===== config.mk =====
export PLATFORM = sky130hd
export DESIGN_NAME = pulse_channel
export DESIGN_NICKNAME = d
export VERILOG_FILES = /design/src/rtl/pulse_pkg.sv /design/src/rtl/pulse_dp.sv /design/src/rtl/pulse_ctrl.sv /design/src/rtl/pulse_channel.sv
export SDC_FILE = /design/constraint.sdc
export NUM_CORES = 1
export LEC_CHECK = 0
export ABC_AREA = 1
export BUFFER_PORTS_ARGS = -buffer_cell sky130_fd_sc_hd__buf_2
export CORE_MARGIN = 3
export CORE_UTILIZATION = 49
export CTS_BUF_LIST = sky130_fd_sc_hd__clkbuf_8
export DETAILED_ROUTE_END_ITERATION = 12
export GPL_TIMING_DRIVEN = 0
export PLACE_DENSITY_LB_ADDON = 0.1
export SLEW_MARGIN = 20
export SYNTH_ARGS = -nofsm -noshare
export SYNTH_HDL_FRONTEND = slang
export SYNTH_HIERARCHICAL = 1
export SYNTH_SLANG_ARGS = --single-unit

===== constraint.sdc =====
create_clock -name clk -period 2.35 [get_ports clk]
set_input_delay 0.3525 -clock clk [delete_from_list [all_inputs] [get_ports clk]]
set_output_delay 0.3525 -clock clk [all_outputs]
set_load 0.005 [all_outputs]

===== src/rtl/pulse_pkg.sv =====
package pulse_pkg;

  typedef enum logic [1:0] {
    ST_IDLE  = 2'd0,
    ST_DELAY = 2'd1,
    ST_PULSE = 2'd2,
    ST_DONE  = 2'd3
  } seqState_t;

  // strobes from sequencer control to the timing datapath
  typedef struct packed {
    logic loadDelay;  // counter <= stored on-delay
    logic loadDur;    // counter <= stored pulse length
    logic countDown;  // decrement on tick
    logic running;    // DELAY or PULSE: slot loads locked
  } dpCtrl_t;

  localparam logic [2:0] LD_IDLE  = 3'b000;
  localparam logic [2:0] LD_DELAY = 3'b010;

endpackage


===== src/rtl/pulse_dp.sv =====
module pulse_dp
  import pulse_pkg::*;
#(
  parameter int TICK_DIV    = 125,
  parameter int CNT_W       = 32,
  parameter int MAX_US      = 85_000_000,
  parameter int MIN_US      = 10,
  parameter int MIN_US_FAST = 2
) (
  input  logic             clk,
  input  logic             rstN,
  input  dpCtrl_t          ctl,
  input  logic [CNT_W-1:0] outValue,
  input  logic [CNT_W-1:0] slotValue,
  input  logic [2:0]       slotLoad,
  input  logic             slotMode,
  input  logic             highSpeed,
  input  logic             errReset,
  output logic             tick,
  output logic             cntLast,
  output logic             delayZero,
  output logic             errOutVal,
  output logic             errLd,
  output logic             errSlotVal
);

  localparam int PRE_W = (TICK_DIV > 1) ? $clog2(TICK_DIV) : 1;
  localparam logic [PRE_W-1:0] PRE_LAST = PRE_W'(TICK_DIV - 1);
  localparam logic [CNT_W-1:0] MAX_V  = CNT_W'(MAX_US);
  localparam logic [CNT_W-1:0] MIN_V  = CNT_W'(MIN_US);
  localparam logic [CNT_W-1:0] MINF_V = CNT_W'(MIN_US_FAST);

  logic [PRE_W-1:0] preCnt;
  logic [CNT_W-1:0] durReg, delayReg, cnt;
  logic [2:0]       prevLoad;
  logic             durValid, codeChanged, codeIdle, codeDelay, slotInRange;
  logic             evalSingle, evalPerm, loadOk, badSlot;
  logic [CNT_W-1:0] minLimit;

  // microsecond prescaler
  always_ff @(posedge clk) begin
    if (!rstN) preCnt <= '0;
    else if (preCnt == PRE_LAST) preCnt <= '0;
    else preCnt <= preCnt + 1'b1;
  end
  assign tick = (preCnt == PRE_LAST);

  // pulse length check and hold
  always_comb begin
    minLimit = highSpeed ? MINF_V : MIN_V;
    durValid = (outValue >= minLimit) && (outValue <= MAX_V);
  end

  always_ff @(posedge clk) begin
    if (!rstN) begin
      durReg    <= MIN_V;
      errOutVal <= 1'b0;
    end else begin
      errOutVal <= !durValid;
      if (durValid) durReg <= outValue;
    end
  end

  // slot decode
  always_comb begin
    codeChanged = (slotLoad != prevLoad);
    codeIdle    = (slotLoad == LD_IDLE);
    codeDelay   = (slotLoad == LD_DELAY);
    slotInRange = (slotValue <= MAX_V);
    evalSingle  = !slotMode && codeChanged;
    evalPerm    = slotMode && tick;
    badSlot     = !codeIdle && !(codeDelay && slotInRange);
    loadOk      = (evalSingle || evalPerm) && codeDelay && slotInRange && !ctl.running;
  end

  always_ff @(posedge clk) begin
    if (!rstN) begin
      prevLoad   <= LD_IDLE;
      delayReg   <= '0;
      errLd      <= 1'b0;
      errSlotVal <= 1'b0;
    end else begin
      prevLoad <= slotLoad;
      if (loadOk) delayReg <= slotValue;
      if (errReset) errLd <= 1'b0;
      else if (evalSingle && badSlot) errLd <= 1'b1;
      if (!slotMode) errSlotVal <= 1'b0;
      else if (tick) errSlotVal <= badSlot;
    end
  end

  // shared delay / pulse down-counter
  always_ff @(posedge clk) begin
    if (!rstN) cnt <= '0;
    else if (ctl.loadDelay) cnt <= delayReg;
    else if (ctl.loadDur) cnt <= durReg;
    else if (ctl.countDown && tick) cnt <= cnt - 1'b1;
  end

  assign cntLast   = (cnt == CNT_W'(1));
  assign delayZero = (delayReg == '0);

endmodule


===== src/rtl/pulse_ctrl.sv =====
module pulse_ctrl
  import pulse_pkg::*;
(
  input  logic    clk,
  input  logic    rstN,
  input  logic    swEnable,
  input  logic    hwEnMode,
  input  logic    hwEnable,
  input  logic    tick,
  input  logic    cntLast,
  input  logic    delayZero,
  output dpCtrl_t ctl,
  output logic    pulseOn,
  output logic    busy
);

  seqState_t state, stateNext;
  logic swPrev, armed, rise, canStart, startReq, start, phaseEnd;

  always_comb begin
    rise     = swEnable && !swPrev;
    canStart = (state == ST_IDLE) || (state == ST_DONE);
    startReq = hwEnMode ? ((armed || rise) && swEnable && hwEnable) : rise;
    start    = canStart && startReq;
    phaseEnd = tick && cntLast;
  end

  always_comb begin
    stateNext = state;
    unique case (state)
      ST_IDLE, ST_DONE: begin
        if (start) stateNext = delayZero ? ST_PULSE : ST_DELAY;
        else if (!swEnable) stateNext = ST_IDLE;
      end
      ST_DELAY: begin
        if (!swEnable) stateNext = ST_IDLE;
        else if (phaseEnd) stateNext = ST_PULSE;
      end
      ST_PULSE: begin
        if (!swEnable) stateNext = ST_IDLE;
        else if (phaseEnd) stateNext = ST_DONE;
      end
      default: stateNext = ST_IDLE;
    endcase
  end

  always_ff @(posedge clk) begin
    if (!rstN) begin
      state  <= ST_IDLE;
      swPrev <= 1'b0;
      armed  <= 1'b0;
    end else begin
      state  <= stateNext;
      swPrev <= swEnable;
      if (!swEnable || start) armed <= 1'b0;
      else if (rise) armed <= 1'b1;
    end
  end

  always_comb begin
    ctl.loadDelay = start && !delayZero;
    ctl.loadDur   = (start && delayZero) ||
                    ((state == ST_DELAY) && swEnable && phaseEnd);
    ctl.countDown = (state == ST_DELAY) || (state == ST_PULSE);
    ctl.running   = ctl.countDown;
  end

  assign pulseOn = (state == ST_PULSE);
  assign busy    = (state == ST_DELAY) || (state == ST_PULSE);

endmodule


===== src/rtl/pulse_channel.sv =====
module pulse_channel
  import pulse_pkg::*;
#(
  parameter int TICK_DIV    = 125,
  parameter int CNT_W       = 32,
  parameter int MAX_US      = 85_000_000,
  parameter int MIN_US      = 10,
  parameter int MIN_US_FAST = 2
) (
  input  logic             clk,
  input  logic             rstN,
  input  logic [CNT_W-1:0] outValue,
  input  logic [CNT_W-1:0] slotValue,
  input  logic [2:0]       slotLoad,
  input  logic             slotMode,
  input  logic             swEnable,
  input  logic             srcSeq,
  input  logic             setA,
  input  logic             setB,
  input  logic             errReset,
  input  logic             highSpeed,
  input  logic             hwEnMode,
  input  logic             hwEnable,
  output logic             outA,
  output logic             outB,
  output logic             busy,
  output logic             errOutVal,
  output logic             errLd,
  output logic             errSlotVal
);

  dpCtrl_t ctl;
  logic tick, cntLast, delayZero, pulseOn;

  pulse_ctrl u_ctrl (
    .clk(clk), .rstN(rstN), .swEnable(swEnable), .hwEnMode(hwEnMode),
    .hwEnable(hwEnable), .tick(tick), .cntLast(cntLast), .delayZero(delayZero),
    .ctl(ctl), .pulseOn(pulseOn), .busy(busy)
  );

  pulse_dp #(
    .TICK_DIV(TICK_DIV), .CNT_W(CNT_W), .MAX_US(MAX_US),
    .MIN_US(MIN_US), .MIN_US_FAST(MIN_US_FAST)
  ) u_dp (
    .clk(clk), .rstN(rstN), .ctl(ctl), .outValue(outValue),
    .slotValue(slotValue), .slotLoad(slotLoad), .slotMode(slotMode),
    .highSpeed(highSpeed), .errReset(errReset), .tick(tick),
    .cntLast(cntLast), .delayZero(delayZero), .errOutVal(errOutVal),
    .errLd(errLd), .errSlotVal(errSlotVal)
  );

  // output source mux; B yields to A in software mode
  assign outA = srcSeq ? pulseOn : setA;
  assign outB = srcSeq ? 1'b0 : (setB && !setA);

endmodule


==> impl_results.md, run 1 <==
* Startpoint Class: flop
* Final Hold Viols at 0
* Max-slew headroom at 53.7%
* DR iter-0 viols at 697
* Fin cells at 1364
* Largest net degree at the start of global routing at 17
* Most frequent cells in the layout: 230 x nand2_1, 204 x nor2_1, 137 x inv_1
* Period utilization at 99.9%
* FF/Latch Area at 0.00227 mm^2
* CTS Root Cell: clkbuf_8
* Peak supply drop at 523 uV
* Total gr overflow at 0
* Dpl ws at -0.829 ns
* Avg WL per Cell at 15.1 um
* Total Power at 9.29 mW
* Fin. max-slew vios at 0
* Worst Max-Slew Pin Slew at 0.694 ns
* Max-cap violations at 0
* Worst-case reg-to-reg path depth at 16
* Net count after synthesis at 1143
* GP Congestion at 0.996
* Register area share after synthesis at 35.1%
* Remaining DRCs at 0
* First drt pass iteration count at 5
* Fmax at 0.426 GHz
* Number of global-route vias before repair at 6428
* Row count at 41
* Port Buf Inserts at 83
* Vias per cell at 5.22
* Final setup fails at 0
* Multi-input gate area at 0.00373 mm^2
* Post-route antenna net violation count at 0
* Worst setup EP type: flop
* Mapped Cells at 1058
* Ys Warns at 6
* Pleak at 4.00 nW
* Fillers at 1323
* I/O Pins at 84
* Layout cells sized above 1 at 20.9%
* Clock Skews at 0.00878 ns
* Bufs on Longest Clock Path at 2
* Core area at 0.0127 mm^2
* Antenna diodes at 0
* Synth Area per Inst at 6.09 um^2
* Area Growth Syn to Fin at 25.9%
* Crit path required time at 2.72 ns
* Initial core utilization at 50.6%
* Cells on Worst Hold Path at 3
* Chip width at 121 um
* Post-synthesis cell type count at 35
* Total Routing Usage GR at 27.7%
* Initial antenna violation count at 0
* Clk slew on worst S/H paths at 0.07 ns
* CTS buffer count at 17
* Placed Instances at 1313
* Status: finished clean
* Nets at 1266
* Worst Path Max Fanout at 7
* RSZ-0062 raised after global routing: yes
* HP Class: in2reg
* Minimum clock period after layout at 2.35 ns
* CP arrival at 2.72 ns
* Die area at 0.0146 mm^2
* Power per cell area at 1150 mW/mm^2
* Worst setup slack after layout at 0.00179 ns
* Final HPWL DP at 14900 um
* Worst-Skew Late Latency at 0.44 ns
* Vias at 7122
* CTS tree: yes
* Most common cell after layout, fill and taps aside: nand2_1
* Routed WL at 20500 um
* Critical path class: reg2reg
* Synth Cell Area at 0.00644 mm^2
* Clk sink count at 113
* Sum Neg Setup Slack at 0 ns
* #FFs+latches synth at 113
* First-pass GRT wire length at 31600 um
* Die Ht at 121 um
* H-tree levels at 4
[stage by stage]
stage / hold slack, ns / cell area, um^2 / util [%]
final: 0.121 / 8110 / 63.7
after detailed placement: 0.431 / 7070 / 55.6
after global routing: 0.120 / 8110 / 63.7
after floorplan: 0.417 / 6440 / -
after global placement: 0.428 / 7070 / 55.6
after CTS: 0.102 / 7780 / 61.1
[cell type report]
class	instances	area share (%)
sequential	113	28.0
tap	172	2.65
multi-input combinational	756	46.0
clock inverter	10	1.37
buffer	44	3.69
timing repair buffer	104	8.01
inverter	145	6.88
clock buffer	20	3.39
[synthesized netlist by cell type]
library cell | count | area, um^2
nor2_1 | 239 | 897
nand2_1 | 234 | 878
inv_1 | 142 | 533
dfxtp_1 | 113 | 2260
nand3_1 | 69 | 345
a21oi_1 | 64 | 320
o21ai_0 | 40 | 200
buf_2 | 19 | 95.1
o22ai_1 | 18 | 113
clkbuf_1 | 17 | 63.8
nand4_1 | 14 | 87.6
nor2_2 | 8 | 50.1
nor4_1 | 8 | 50.1
o211ai_1 | 8 | 60.1
xor2_1 | 8 | 70.1
ha_1 | 7 | 87.6
nand2_2 | 7 | 43.8
nor3_1 | 7 | 35.0
a31oi_1 | 6 | 37.5
nand3b_1 | 5 | 37.5
buf_1 | 4 | 15.0
and2_1 | 2 | 12.5
buf_4 | 2 | 15.0
buf_6 | 2 | 22.5
clkinv_1 | 2 | 7.51
nor3b_1 | 2 | 15.0
o21ai_1 | 2 | 10.0
xnor2_1 | 2 | 17.5
a21boi_0 | 1 | 7.51
a21oi_2 | 1 | 8.76
and3_1 | 1 | 6.26
inv_2 | 1 | 3.75
nor3_4 | 1 | 16.3
o211a_1 | 1 | 10.0
or2_2 | 1 | 6.26
[repair_timing]
| item | CTS | global route |
|---|---|---|
| cloned | 2 | 2 |
| setup endpoints to repair | 32 | 32 |
| gates resized for setup | 81 | 67 |
| setup buffers | 6 | 11 |
| hold buffers | 0 | 0 |
| pin swaps | 10 | 25 |
[logic make-up (layout without fill, tap and decap cells)]
group	Yosys count	count (layout)	synth area share (%)
DFF	113	113	35.1
and+or+nand+nor	598	598	38.5
AOI/OAI and AO/OA	141	141	11.9
adders and majority gates	7	7	1.36
buffers and inverters	189	323	11.7
xor gates and xnor gates	10	10	1.36
[report_power, final]
group          leakage (nW)  switching, mW  internal, mW  total [mW]
sequential            0.919          0.227          2.15        2.37
clock                 0.192          0.784          1.01        1.79
combinational          2.89           3.18          1.94        5.12
[flip-flops by register name, indices dropped and copies added, names as in the netlist]
register         count
u_dp/durReg         32
u_dp/delayReg       32
u_dp/cnt            32
u_dp/preCnt          7
u_dp/errSlotVal      1
u_dp/errOutVal       1
u_dp/prevLoad        3
u_ctrl/state         2
u_dp/errLd           1
u_ctrl/armed         1
u_ctrl/swPrev        1
[final timing paths]
check,to,slack (ns),startpoint
setup / recovery,u_dp/cnt[3]$_SDFFE_PN0P_,0.002,u_dp/cnt[12]$_SDFFE_PN0P_
hold / removal,u_dp/prevLoad[2]$_SDFF_PN0_,0.12,slotLoad[2]
setup reg to reg,u_dp/cnt[3]$_SDFFE_PN0P_,0.002,u_dp/cnt[12]$_SDFFE_PN0P_
hold reg to reg,u_dp/errLd$_SDFFE_PP0P_,0.44,u_dp/errLd$_SDFFE_PP0P_
[per-layer routing]
layer	global-route usage, %	wire length (um)	part of all wire [%]
met1	36.0	8800	43
met2	44.8	9360	46
met3	6.69	1620	7.9
met4	9.92	759	3.7
met5	0	0	0
[critical path, cell delays in order (launching register included)]
cell and delay, ns:
dfxtp_1 0.36, nor2_2 0.15, nand2_1 0.09, nor2_2 0.13
nand4_1 0.12, nor3_2 0.24, nand2_1 0.11, o21ai_1 0.14
buf_4 0.18, inv_8 0.06, nand2_8 0.07, nand2_8 0.08
clkinvlp_4 0.16, buf_6 0.14, buf_4 0.11, a21oi_1 0.05
nor2_1 0.09
Power figures use the tool's default switching activity.
==> inputs of run 2 (changes only) <==
--- a/config.mk
+++ b/config.mk
@@ -13,6 +13,7 @@
 export DETAILED_ROUTE_END_ITERATION = 12
 export GPL_TIMING_DRIVEN = 0
 export PLACE_DENSITY_LB_ADDON = 0.1
+export SETUP_SLACK_MARGIN = 0.02
 export SLEW_MARGIN = 20
 export SYNTH_ARGS = -nofsm -noshare
 export SYNTH_HDL_FRONTEND = slang
==> impl_results.md, run 2 (synthesized netlist as in run 1, its figures left out) <==
* Worst setup slack after layout at -0.00518 ns (-0.00697 ns)
* Startpoint Class: flop
* HP Class: in2reg
* Avg WL per Cell at 15.1 um (+0.20%)
* Row count at 41 (unchanged)
* Fin. max-slew vios at 0 (unchanged)
* Final Hold Viols at 0 (unchanged)
* CTS buffer count at 17 (unchanged)
* Clk slew on worst S/H paths at 0.07 ns (about the same)
* Port Buf Inserts at 83 (unchanged)
* Nets at 1266 (unchanged)
* Most common cell after layout, fill and taps aside: nand2_1
* Worst-Skew Late Latency at 0.44 ns (about the same)
* I/O Pins at 84 (unchanged)
* Remaining DRCs at 0 (unchanged)
* Number of global-route vias before repair at 6424 (-0.062%)
* Hold-fix buffers, CTS at 0 (unchanged)
* CTS Root Cell: clkbuf_8
* First drt pass iteration count at 6 (+1)
* CP arrival at 2.73 ns (about the same)
* Fmax at 0.425 GHz (-0.30%)
* Max-slew headroom at 53.1% (-0.62 points)
* Peak supply drop at 524 uV (+0.25%)
* Critical path class: reg2reg
* Vias per cell at 5.17 (-0.91%)
* Biggest regs: u_dp/cnt: 32 flops, u_dp/delayReg: 32 flops, u_dp/durReg: 32 flops
* Worst setup EP type: flop
* Core area at 0.0127 mm^2 (unchanged)
* Total gr overflow at 0 (unchanged)
* Total Routing Usage GR at 27.7% (unchanged)
* CTS tree: yes
* Layout cells sized above 1 at 20.9% (unchanged)
* Antenna diodes at 0 (unchanged)
* Final HPWL DP at 14900 um (unchanged)
* Chip width at 121 um (unchanged)
* Initial core utilization at 50.6% (unchanged)
* Pleak at 4.00 nW (unchanged)
* Vias at 7057 (-0.91%)
* Fin util at 63.7% (unchanged)
* Fillers at 1323 (unchanged)
* Worst Path Max Fanout at 7 (unchanged)
* Final setup fails at 1 (+1)
* Period utilization at 100% (+0.30 points)
* Sum Neg Setup Slack at -0.00518 ns (-0.00518 ns)
* Most frequent cells in the layout: 230 x nand2_1, 204 x nor2_1, 137 x inv_1
* Clk sink count at 113 (unchanged)
* Status: finished, violations left
* Max-cap violations at 0 (unchanged)
* Worst Max-Slew Pin Slew at 0.703 ns (+0.00925 ns)
* Post-route cell area at 0.00811 mm^2 (unchanged)
* Die area at 0.0146 mm^2 (unchanged)
* Area Growth Syn to Fin at 25.9% (unchanged)
* Routed WL at 20600 um (+0.20%)
* Initial antenna violation count at 0 (unchanged)
* Total Power at 9.28 mW (about the same)
* Minimum clock period after layout at 2.36 ns (+0.00697 ns)
* Failing checks: negative setup slack
* Largest net degree at the start of global routing at 17 (unchanged)
* DR iter-0 viols at 692 (-0.72%)
* Power per cell area at 1150 mW/mm^2 (about the same)
* DP Area at 0.00707 mm^2 (unchanged)
* H-tree levels at 4 (unchanged)
* First-pass GRT wire length at 31600 um (unchanged)
* Dpl ws at -0.829 ns (unchanged)
* Crit path required time at 2.72 ns (about the same)
* RSZ-0062 raised after global routing: yes
* Post-route antenna net violation count at 0 (unchanged)
* GP Congestion at 0.996 (unchanged)
* Bufs on Longest Clock Path at 2 (unchanged)
* Clock Skews at 0.0102 ns (+0.00144 ns)
* Die Ht at 121 um (unchanged)
## run 2: final timing paths
path | slack (ns) | depth (start not counted) | endpoint | startpoint
worst max register to register | -0.005 | 16 | u_dp/cnt[3]$_SDFFE_PN0P_ | u_dp/cnt[12]$_SDFFE_PN0P_
worst min register to register | 0.44 | 2 | u_dp/errLd$_SDFFE_PP0P_ | u_dp/errLd$_SDFFE_PP0P_
worst max-delay path | -0.005 | 16 | u_dp/cnt[3]$_SDFFE_PN0P_ | u_dp/cnt[12]$_SDFFE_PN0P_
worst min-delay path | 0.12 | 3 | u_dp/prevLoad[2]$_SDFF_PN0_ | slotLoad[2]
## run 2: final cells by class
type | instances | area, um^2 | area share [%]
clock buffer | 20 | 275 | 3.39
inverter | 145 | 558 | 6.88
clock inverter | 10 | 111 | 1.37
buffer | 44 | 299 | 3.69
sequential | 113 | 2270 | 28.0
tap | 172 | 215 | 2.65
timing repair buffer | 104 | 649 | 8.01
multi-input combinational | 756 | 3730 | 46.0
## run 2: layer usage
metal  up-vias  track usage [%]  part of all wire, %  routed length [um]
met2       282             44.8                   45                9300
met5         -                0                    0                   0
li1       3587                -                    -                   -
met1      3125             36.0                   42                8710
met4         0             9.92                  4.1                 842
met3        63             6.69                  8.4                1720
## run 2: repair_timing
action / in CTS / in global routing
cloned: 2 / 2
pin swaps: 10 / 25
setup endpoints to repair: 32 / 32
buffers inserted: 6 / 11
resized for setup: 81 / 67
## run 2: per-stage QoR
stage | hold slack [ns] | std cells
after global routing | 0.120 | 1364
after detailed placement | 0.431 | 1313
after global placement | 0.428 | 1313
after CTS | 0.102 | 1351
after floorplan | 0.417 | 1058
final | 0.120 | 1364
## run 2: power breakdown
group	internal (mW)	switching [mW]	leakage, nW	total (mW)
clock network	1.01	0.784	0.192	1.79
registers	2.15	0.224	0.919	2.37
logic	1.95	3.18	2.89	5.12
## run 2: critical path, stage by stage (launching register included)
cell and delay, ns:
dfxtp_1 0.36, nor2_2 0.15, nand2_1 0.09, nor2_2 0.13, nand4_1 0.12, nor3_2 0.24
nand2_1 0.11, o21ai_1 0.14, buf_4 0.18, inv_8 0.06, nand2_8 0.07, nand2_8 0.08
clkinvlp_4 0.16, buf_6 0.14, buf_4 0.11, a21oi_1 0.05, nor2_1 0.09
